--- src/rtl/dynsz_pkg.sv ---
package dynsz_pkg;

  localparam int unsigned LANES = 4;
  localparam int unsigned REM_W = 3;

  localparam logic [1:0] ACK_NONE = 2'b00;
  localparam logic [1:0] ACK_P8   = 2'b01;
  localparam logic [1:0] ACK_P16  = 2'b10;
  localparam logic [1:0] ACK_P32  = 2'b11;

  typedef enum logic [1:0] {
    PH_IDLE = 2'd0,
    PH_ADDR = 2'd1,
    PH_STRB = 2'd2,
    PH_TERM = 2'd3
  } phase_t;

  // bytes a port of the acknowledged width accepts at this offset
  function automatic logic [REM_W-1:0] bytes_taken(input logic [1:0] ack,
                                                   input logic [1:0] off,
                                                   input logic [REM_W-1:0] rem);
    logic [REM_W-1:0] room;
    case (ack)
      ACK_P8:  room = 3'd1;
      ACK_P16: room = off[0] ? 3'd1 : 3'd2;
      default: room = 3'd4 - {1'b0, off};
    endcase
    return (rem < room) ? rem : room;
  endfunction

  // which remaining operand byte a write lane carries
  function automatic logic [1:0] lane_pick(input int lane,
                                           input logic [1:0] off,
                                           input logic [REM_W-1:0] rem);
    logic [REM_W-1:0] raw;
    logic [REM_W-1:0] last;
    case (lane)
      0:       raw = 3'd0;
      1:       raw = off[0] ? 3'd0 : 3'd1;
      2:       raw = off[1] ? 3'd0 : (3'd2 - {2'b00, off[0]});
      default: raw = 3'd3 - {1'b0, off};
    endcase
    last = rem - 3'd1;
    if (rem != 3'd0 && raw > last) raw = last;
    return raw[1:0];
  endfunction

  // size code: bytes left modulo four
  function automatic logic [1:0] size_code(input logic [REM_W-1:0] rem);
    return rem[1:0];
  endfunction

endpackage

--- src/rtl/dynsz_wr_lanes.sv ---
module dynsz_wr_lanes
  import dynsz_pkg::*;
#(
  parameter int unsigned NL = LANES
) (
  input  logic [8*NL-1:0]  opnd_i,
  input  logic [1:0]       off_i,
  input  logic [REM_W-1:0] rem_i,
  output logic [8*NL-1:0]  lanes_o
);

  logic [7:0] obyte [NL];

  for (genvar g = 0; g < NL; g++) begin : g_lane
    logic [1:0] src;
    assign obyte[g] = opnd_i[8*(NL-1-g) +: 8];
    assign src      = lane_pick(g, off_i, rem_i);
    assign lanes_o[8*(NL-1-g) +: 8] = obyte[src];
  end

endmodule

--- src/rtl/dynsz_rd_merge.sv ---
module dynsz_rd_merge
  import dynsz_pkg::*;
#(
  parameter int unsigned NL = LANES
) (
  input  logic             clk,
  input  logic             rst_n,
  input  logic             clear_i,
  input  logic             capture_i,
  input  logic [1:0]       ack_i,
  input  logic [1:0]       off_i,
  input  logic [REM_W-1:0] take_i,
  input  logic [8*NL-1:0]  din_i,
  output logic [8*NL-1:0]  acc_o
);

  localparam int unsigned DW = 8 * NL;

  logic [1:0]    first;
  logic [DW-1:0] grab;
  logic [DW-1:0] acc_q;

  always_comb begin
    case (ack_i)
      ACK_P8:  first = 2'd0;
      ACK_P16: first = {1'b0, off_i[0]};
      default: first = off_i;
    endcase
    grab = '0;
    for (int m = 0; m < NL; m++) begin
      if (3'(m) < take_i) begin
        grab = {grab[DW-9:0], din_i[8*(NL-1-int'(first + 2'(m))) +: 8]};
      end
    end
  end

  always_ff @(posedge clk) begin
    if (!rst_n || clear_i) acc_q <= '0;
    else if (capture_i)    acc_q <= (acc_q << {take_i, 3'b000}) | grab;
  end

  assign acc_o = acc_q;

  assert_capture_moves_R6: assert property (@(posedge clk) disable iff (!rst_n)
    capture_i |-> take_i != '0);

endmodule

--- src/rtl/dynsz_timeout.sv ---
module dynsz_timeout #(
  parameter int unsigned CW = 8
) (
  input  logic          clk,
  input  logic          rst_n,
  input  logic          run_i,
  input  logic          ack_i,
  input  logic [CW-1:0] limit_i,
  output logic          expired_o
);

  logic [CW-1:0] cnt_q;

  always_ff @(posedge clk) begin
    if (!rst_n || !run_i || ack_i) cnt_q <= '0;
    else                           cnt_q <= cnt_q + 1'b1;
  end

  assign expired_o = run_i && !ack_i && (cnt_q == limit_i);

  assert_expiry_ends_strobe_R8: assert property (@(posedge clk) disable iff (!rst_n)
    expired_o |=> !run_i);

endmodule

--- src/rtl/dynsz_bus_master.sv ---
module dynsz_bus_master
  import dynsz_pkg::*;
#(
  parameter int unsigned ADDR_W = 32,
  parameter int unsigned TO_W   = 8
) (
  input  logic              clk,
  input  logic              rst_n,
  input  logic              req_valid,
  input  logic              req_write,
  input  logic [ADDR_W-1:0] req_addr,
  input  logic [1:0]        req_siz,
  input  logic [31:0]       req_wdata,
  input  logic [TO_W-1:0]   timeout_lim,
  output logic              busy,
  output logic              done,
  output logic              bus_err,
  output logic [31:0]       rd_data,
  output logic [ADDR_W-1:0] bus_addr,
  output logic [1:0]        bus_siz,
  output logic              bus_rd,
  output logic              bus_as,
  output logic              bus_ds,
  output logic [31:0]       bus_dout,
  input  logic [31:0]       bus_din,
  input  logic [1:0]        bus_dsack
);

  localparam int unsigned DW = 8 * LANES;

  phase_t            phase_q;
  logic [ADDR_W-1:0] addr_q;
  logic [REM_W-1:0]  rem_q;
  logic [DW-1:0]     sreg_q;
  logic              wr_q;
  logic              err_q;

  logic              start_evt;
  logic              ack_evt;
  logic              expire_evt;
  logic              last_evt;
  logic [REM_W-1:0]  take_w;
  logic [REM_W-1:0]  rem_init;
  logic [DW-1:0]     lanes_w;
  logic [DW-1:0]     acc_w;

  assign start_evt = (phase_q == PH_IDLE) && req_valid;
  assign ack_evt   = (phase_q == PH_STRB) && (bus_dsack != ACK_NONE);
  assign take_w    = bytes_taken(bus_dsack, addr_q[1:0], rem_q);
  assign rem_init  = {req_siz == 2'b00, req_siz};
  assign last_evt  = (phase_q == PH_TERM) && (err_q || rem_q == '0);

  dynsz_timeout #(.CW(TO_W)) u_timeout (
    .clk       (clk),
    .rst_n     (rst_n),
    .run_i     (phase_q == PH_STRB),
    .ack_i     (bus_dsack != ACK_NONE),
    .limit_i   (timeout_lim),
    .expired_o (expire_evt)
  );

  dynsz_wr_lanes #(.NL(LANES)) u_wr_lanes (
    .opnd_i  (sreg_q),
    .off_i   (addr_q[1:0]),
    .rem_i   (rem_q),
    .lanes_o (lanes_w)
  );

  dynsz_rd_merge #(.NL(LANES)) u_rd_merge (
    .clk       (clk),
    .rst_n     (rst_n),
    .clear_i   (start_evt),
    .capture_i (ack_evt && !wr_q),
    .ack_i     (bus_dsack),
    .off_i     (addr_q[1:0]),
    .take_i    (take_w),
    .din_i     (bus_din),
    .acc_o     (acc_w)
  );

  always_ff @(posedge clk) begin
    if (!rst_n) begin
      phase_q <= PH_IDLE;
      addr_q  <= '0;
      rem_q   <= '0;
      sreg_q  <= '0;
      wr_q    <= 1'b0;
      err_q   <= 1'b0;
    end else begin
      case (phase_q)
        PH_IDLE: if (start_evt) begin
          phase_q <= PH_ADDR;
          addr_q  <= req_addr;
          rem_q   <= rem_init;
          sreg_q  <= req_wdata << {3'd4 - rem_init, 3'b000};
          wr_q    <= req_write;
          err_q   <= 1'b0;
        end
        PH_ADDR: phase_q <= PH_STRB;
        PH_STRB: begin
          if (ack_evt) begin
            phase_q <= PH_TERM;
            addr_q  <= addr_q + ADDR_W'(take_w);
            rem_q   <= rem_q - take_w;
            sreg_q  <= sreg_q << {take_w, 3'b000};
          end else if (expire_evt) begin
            phase_q <= PH_TERM;
            err_q   <= 1'b1;
          end
        end
        default: phase_q <= last_evt ? PH_IDLE : PH_ADDR;
      endcase
    end
  end

  assign busy     = (phase_q != PH_IDLE);
  assign done     = last_evt;
  assign bus_err  = last_evt && err_q;
  assign rd_data  = acc_w;
  assign bus_addr = addr_q;
  assign bus_siz  = size_code(rem_q);
  assign bus_rd   = !wr_q;
  assign bus_as   = (phase_q == PH_ADDR) || (phase_q == PH_STRB);
  assign bus_ds   = (phase_q == PH_STRB);
  assign bus_dout = wr_q ? lanes_w : '0;

  assert_addr_hold_R7: assert property (@(posedge clk) disable iff (!rst_n)
    (bus_ds && !ack_evt) |=> ($stable(bus_addr) && $stable(bus_siz) && $stable(bus_rd)));

  assert_addr_advance_R4: assert property (@(posedge clk) disable iff (!rst_n)
    ack_evt |=> bus_addr == $past(bus_addr) + ADDR_W'($past(take_w)));

  assert_progress_R3: assert property (@(posedge clk) disable iff (!rst_n)
    ack_evt |=> rem_q < $past(rem_q));

  assert_done_quiet_R7: assert property (@(posedge clk) disable iff (!rst_n)
    done |-> (!bus_as && !bus_ds));

  assert_busy_drop_R9: assert property (@(posedge clk) disable iff (!rst_n)
    (busy && req_valid && !done) |=> busy);

endmodule

--- config.mk ---
export PLATFORM = sky130hd
export DESIGN_NAME = dynsz_bus_master
export DESIGN_NICKNAME = d
export VERILOG_FILES = /design/src/rtl/dynsz_pkg.sv /design/src/rtl/dynsz_wr_lanes.sv /design/src/rtl/dynsz_rd_merge.sv /design/src/rtl/dynsz_timeout.sv /design/src/rtl/dynsz_bus_master.sv
export SDC_FILE = /design/constraint.sdc
export NUM_CORES = 1
export LEC_CHECK = 0
export CAP_MARGIN = 20
export CORE_MARGIN = 2
export CORE_UTILIZATION = 55
export CTS_CLUSTER_DIAMETER = 120
export DETAILED_ROUTE_END_ITERATION = 8
export GPL_TIMING_DRIVEN = 0
export PLACE_DENSITY = 0.87
export SLEW_MARGIN = 20
export SYNTH_ARGS = -nofsm -noshare
export SYNTH_HDL_FRONTEND = slang
export SYNTH_SLANG_ARGS = --single-unit
--- constraint.sdc ---
create_clock -name clk -period 13.8 [get_ports clk]
set_input_delay 4.14 -clock clk [delete_from_list [all_inputs] [get_ports clk]]
set_output_delay 4.14 -clock clk [all_outputs]
set_load 0.02 [all_outputs]
==> run metrics <==
clk_lat worst skew=360 ps; Reg power frac=23.6%; Syn Nets=1,191; Clock Path Buffers=2; Via-to-Cell Ratio=6.61; CTS buffer count=9; Synth Area in XOR/XNOR=1.47%; Ports=216; Max Clock Skew=8.05 ps; clock sink count=111; Compound-Gate Fraction of Synth Area=24.8%; WL final=31,800 um; adder-cell share of the synthesized area=4.10%; port bufs=214; mean area per synthesized cell=8.49 um2; min Tclk post-route=8870 ps; Die Wd=131 um; clock share of power=12.1%; Worst path max stage delay=500 ps; Critical path buffers and inverters=7; area of the multi-input gates=6180 um2; htree depth=3; global-route wire length before repair=49,500 um; synthesis-stage register bit count=111; Final period util=64.3%; kind of critical path=in -> reg; multiplexer share of the synthesized area=19.6%; sequential-to-total area share from yosys stat=24.9%; Max-Slew Margin vs Limit=36.1%; number of hold buffers added after CTS=0; post_cts resized=0; synthesis-to-finish area growth=30.1%; Comb pwr share=64.3%; Post-synth ARST share=0%; Psw=1.05 mW; most used cell, CP=ha_1; worst slew pin tran=959 ps; max cap viols=0; PwrDens=183 nW/um2; Max Clk Rate=113 MHz; Die ar.=17,300 um2; ant diodes=0; largest family of logic cells by synthesized area=compound AO/OA/AOI/OAI gates; Arr. time, crit path=9140 ps; core area=15,900 um2; largest net degree at the start of global routing=19; Setup TNS Final=0 ps; worst-path fanout max=11; initial antenna violation count=0; Top delay family on crit path=simple AND/OR/NAND/NOR gates; ranking of synthesized cells by area=dfxtp_1 (25%), mux4_2 (7.3%), mux2i_1 (5.2%); Post-Synth Simple-Gate Area=19.3%; Final ANT Viol Nets=0; synth warn=0; top-area cell type share of the netlist area=24.9%; Overall Global Routing Usage=35.2%; Syn Inst Count=1,051; worst-path cell chain=clkdlybuf4s50_1 -> inv_1 -> ha_1 -> nand2b_1 -> ha_1 -> a21o_1 -> a31oi_1 -> o21ai_1 -> and2_4 -> buf_8 -> inv_4 -> buf_6 -> buf_6 -> ha_1 -> inv_1 -> fa_1 -> nor2b_1 -> o21ai_1 -> nor2_1 -> a31oi_1 -> o21ai_0 -> o21ai_0 -> and2_1; layout cell share with drive strength beyond 1=9.68%; initial cell density of the core=56.1%; EDFF count, synth=0; final hold viol count=0; area leader, netlist=dfxtp_1; Synth Flop Type=dfxtp_1; DRC=0; routed length per instance=21.2 um; nature of the critical path endpoint=flop; die height=131 um; vias in the first global route=9,206; final net count=1,416; Switching Fraction=49.4%; # fillers=1,287; Synth cell types=79; Via Count=9,896; Congestion Overflow GR=0; Worst-path clk slew=80 ps; crit start category=primary input; DR pass1 iterations=6; root buffer cell=clkbuf_16; Req. time, crit path=14,070 ps; area occupied by registers=2220 um2; Final setup viols=0; internal power=1.07 mW; CTS tree=built; postcts setup bufs=0; Min-Delay Path Class=reg -> reg; outcome=completed; Site Rows=46; netlist area before placement=8920 um2; Final Slew Violations=0; worst ir drop on vdd=0.000110 V; Initial DRC Count=1,483; RSZ-0062 raised after global routing=false; total power draw=2.12 mW; Slowest-stage cell, CP=nor2_1; Leak=4.42 nW; DP HPWL=24,100 um; GPL Wtd Cong=1.02
-- final cells by class --
type	count	area share, %
Buffer	80	3.39
Clock buffer	9	1.94
Clock inverter	7	0.410
Inverter	31	1.05
Multi-Input combinational cell	829	53.3
Sequential cell	111	19.2
Tap cell	216	2.33
Timing Repair Buffer	214	18.5
-- metal layers --
layer | share of wire (%) | global-route usage (%) | routed length, um
met1 | 39 | 45.9 | 12500
met2 | 47 | 59.3 | 15000
met3 | 10 | 5.98 | 3250
met4 | 3.4 | 12.0 | 1100
met5 | 0 | 0 | 0
-- cell usage in the layout, fill, tap and decap left out, types with 5 or more instances in the layout --
master,count
xor2_1,14
buf_4,7
mux2i_1,46
nand3_1,41
nor4_1,6
o21ai_1,9
and2_1,34
o221ai_1,12
a32oi_1,9
nor2_1,80
buf_1,11
o211a_1,18
mux2_2,24
nand4_1,6
a211o_1,5
dfxtp_1,111
mux4_2,29
clkbuf_1,45
or3_1,7
o22ai_1,12
clkbuf_16,9
o221a_2,6
a22oi_1,24
a21oi_1,88
buf_2,10
ha_1,26
mux4_1,13
o21ai_0,73
nand2b_1,7
nor2b_1,26
a21boi_1,5
a221oi_1,17
nor3_1,15
and3_1,8
a21o_1,5
clkdlybuf4s50_1,214
inv_1,26
a31oi_1,25
o211ai_1,11
nand2_1,76
-- state kept, by name (all words and copies together), names as in the netlist, named ones only --
name	cells
sreg_q	32
wr_q	1
phase_q	2
bus_addr	32
err_q	1
u_rd_merge.acc_o	24
u_timeout.cnt_q	8
rem_q	3
-- path summary, 6_finish.rpt --
check             slack (ps)          from  depth (start not counted)            to
setup reg to reg        8850   bus_addr[0]                         23  bus_addr[22]
hold / removal           510          flop                          1          flop
hold reg to reg          510          flop                          1          flop
setup / recovery        4930  bus_dsack[0]                         23  bus_addr[22]
-- metrics by stage --
stage / hold WS (ps) / setup WS [ps] / std cells / utilization, % / cell area (um2)
6_report: 505 / 4930 / 1497 / 73.0 / 11600
5_1_grt: 525 / 4690 / 1497 / 73.0 / 11600
4_1_cts: 503 / 5060 / 1497 / 73.0 / 11600
3_5_place_dp: 491 / 4690 / 1481 / 71.3 / 11300
3_3_place_gp: 484 / 4800 / 1481 / 71.3 / 11300
2_1_floorplan: 459 / 5840 / 1051 / - / 8920
-- Yosys cell counts, types with 9 or more instances --
master and count:
a32oi_1 9, ha_1 26, buf_1 11, o21ai_1 9, clkbuf_1 45, nand2_1 76, o22ai_1 12, xor2_1 14
o211ai_1 11, a31oi_1 25, buf_2 10, dfxtp_1 111, mux2_2 24, a221oi_1 17, o211a_1 18, inv_1 26
and2_1 34, a22oi_1 24, nor2b_1 26, o221ai_1 12, nor3_1 15, nor2_1 80, o21ai_0 73, mux4_2 29
a21oi_1 88, mux2i_1 46, mux4_1 13, nand3_1 41
-- cells by family after synthesis --
kind of cell	Yosys count
buffers and inverters	111
xor gates and xnor gates	15
AOI/OAI and AO/OA	339
DFF	111
and+or+nand+nor	333
adders and majority gates	28
muxes	114
-- worst register-to-register path, cell delays in order (launching register included) --
cell      delay, ps
dfxtp_1         440
buf_6           190
inv_1            80
ha_1            240
nand2b_1        140
ha_1            290
a21o_1          190
a31oi_1         140
o21ai_1         100
and2_4          170
buf_8           140
inv_4            90
buf_6           180
buf_6           190
ha_1            190
inv_1            60
fa_1            400
nor2b_1         300
o21ai_1         250
nor2_1          500
a31oi_1         170
o21ai_0         160
o21ai_0          90
and2_1          170
-- power groups by stage --
stage	Sequential, mW	Combinational, mW	Clock (mW)
3_5_place_dp	0.501	1.32	0
6_report	0.500	1.36	0.257
3_3_place_gp	0.499	1.30	0
4_1_cts	0.494	1.33	0.256
2_1_floorplan	0.524	0.848	0
5_1_grt	0.510	1.44	0.269
(Power assumes the default switching activity.)
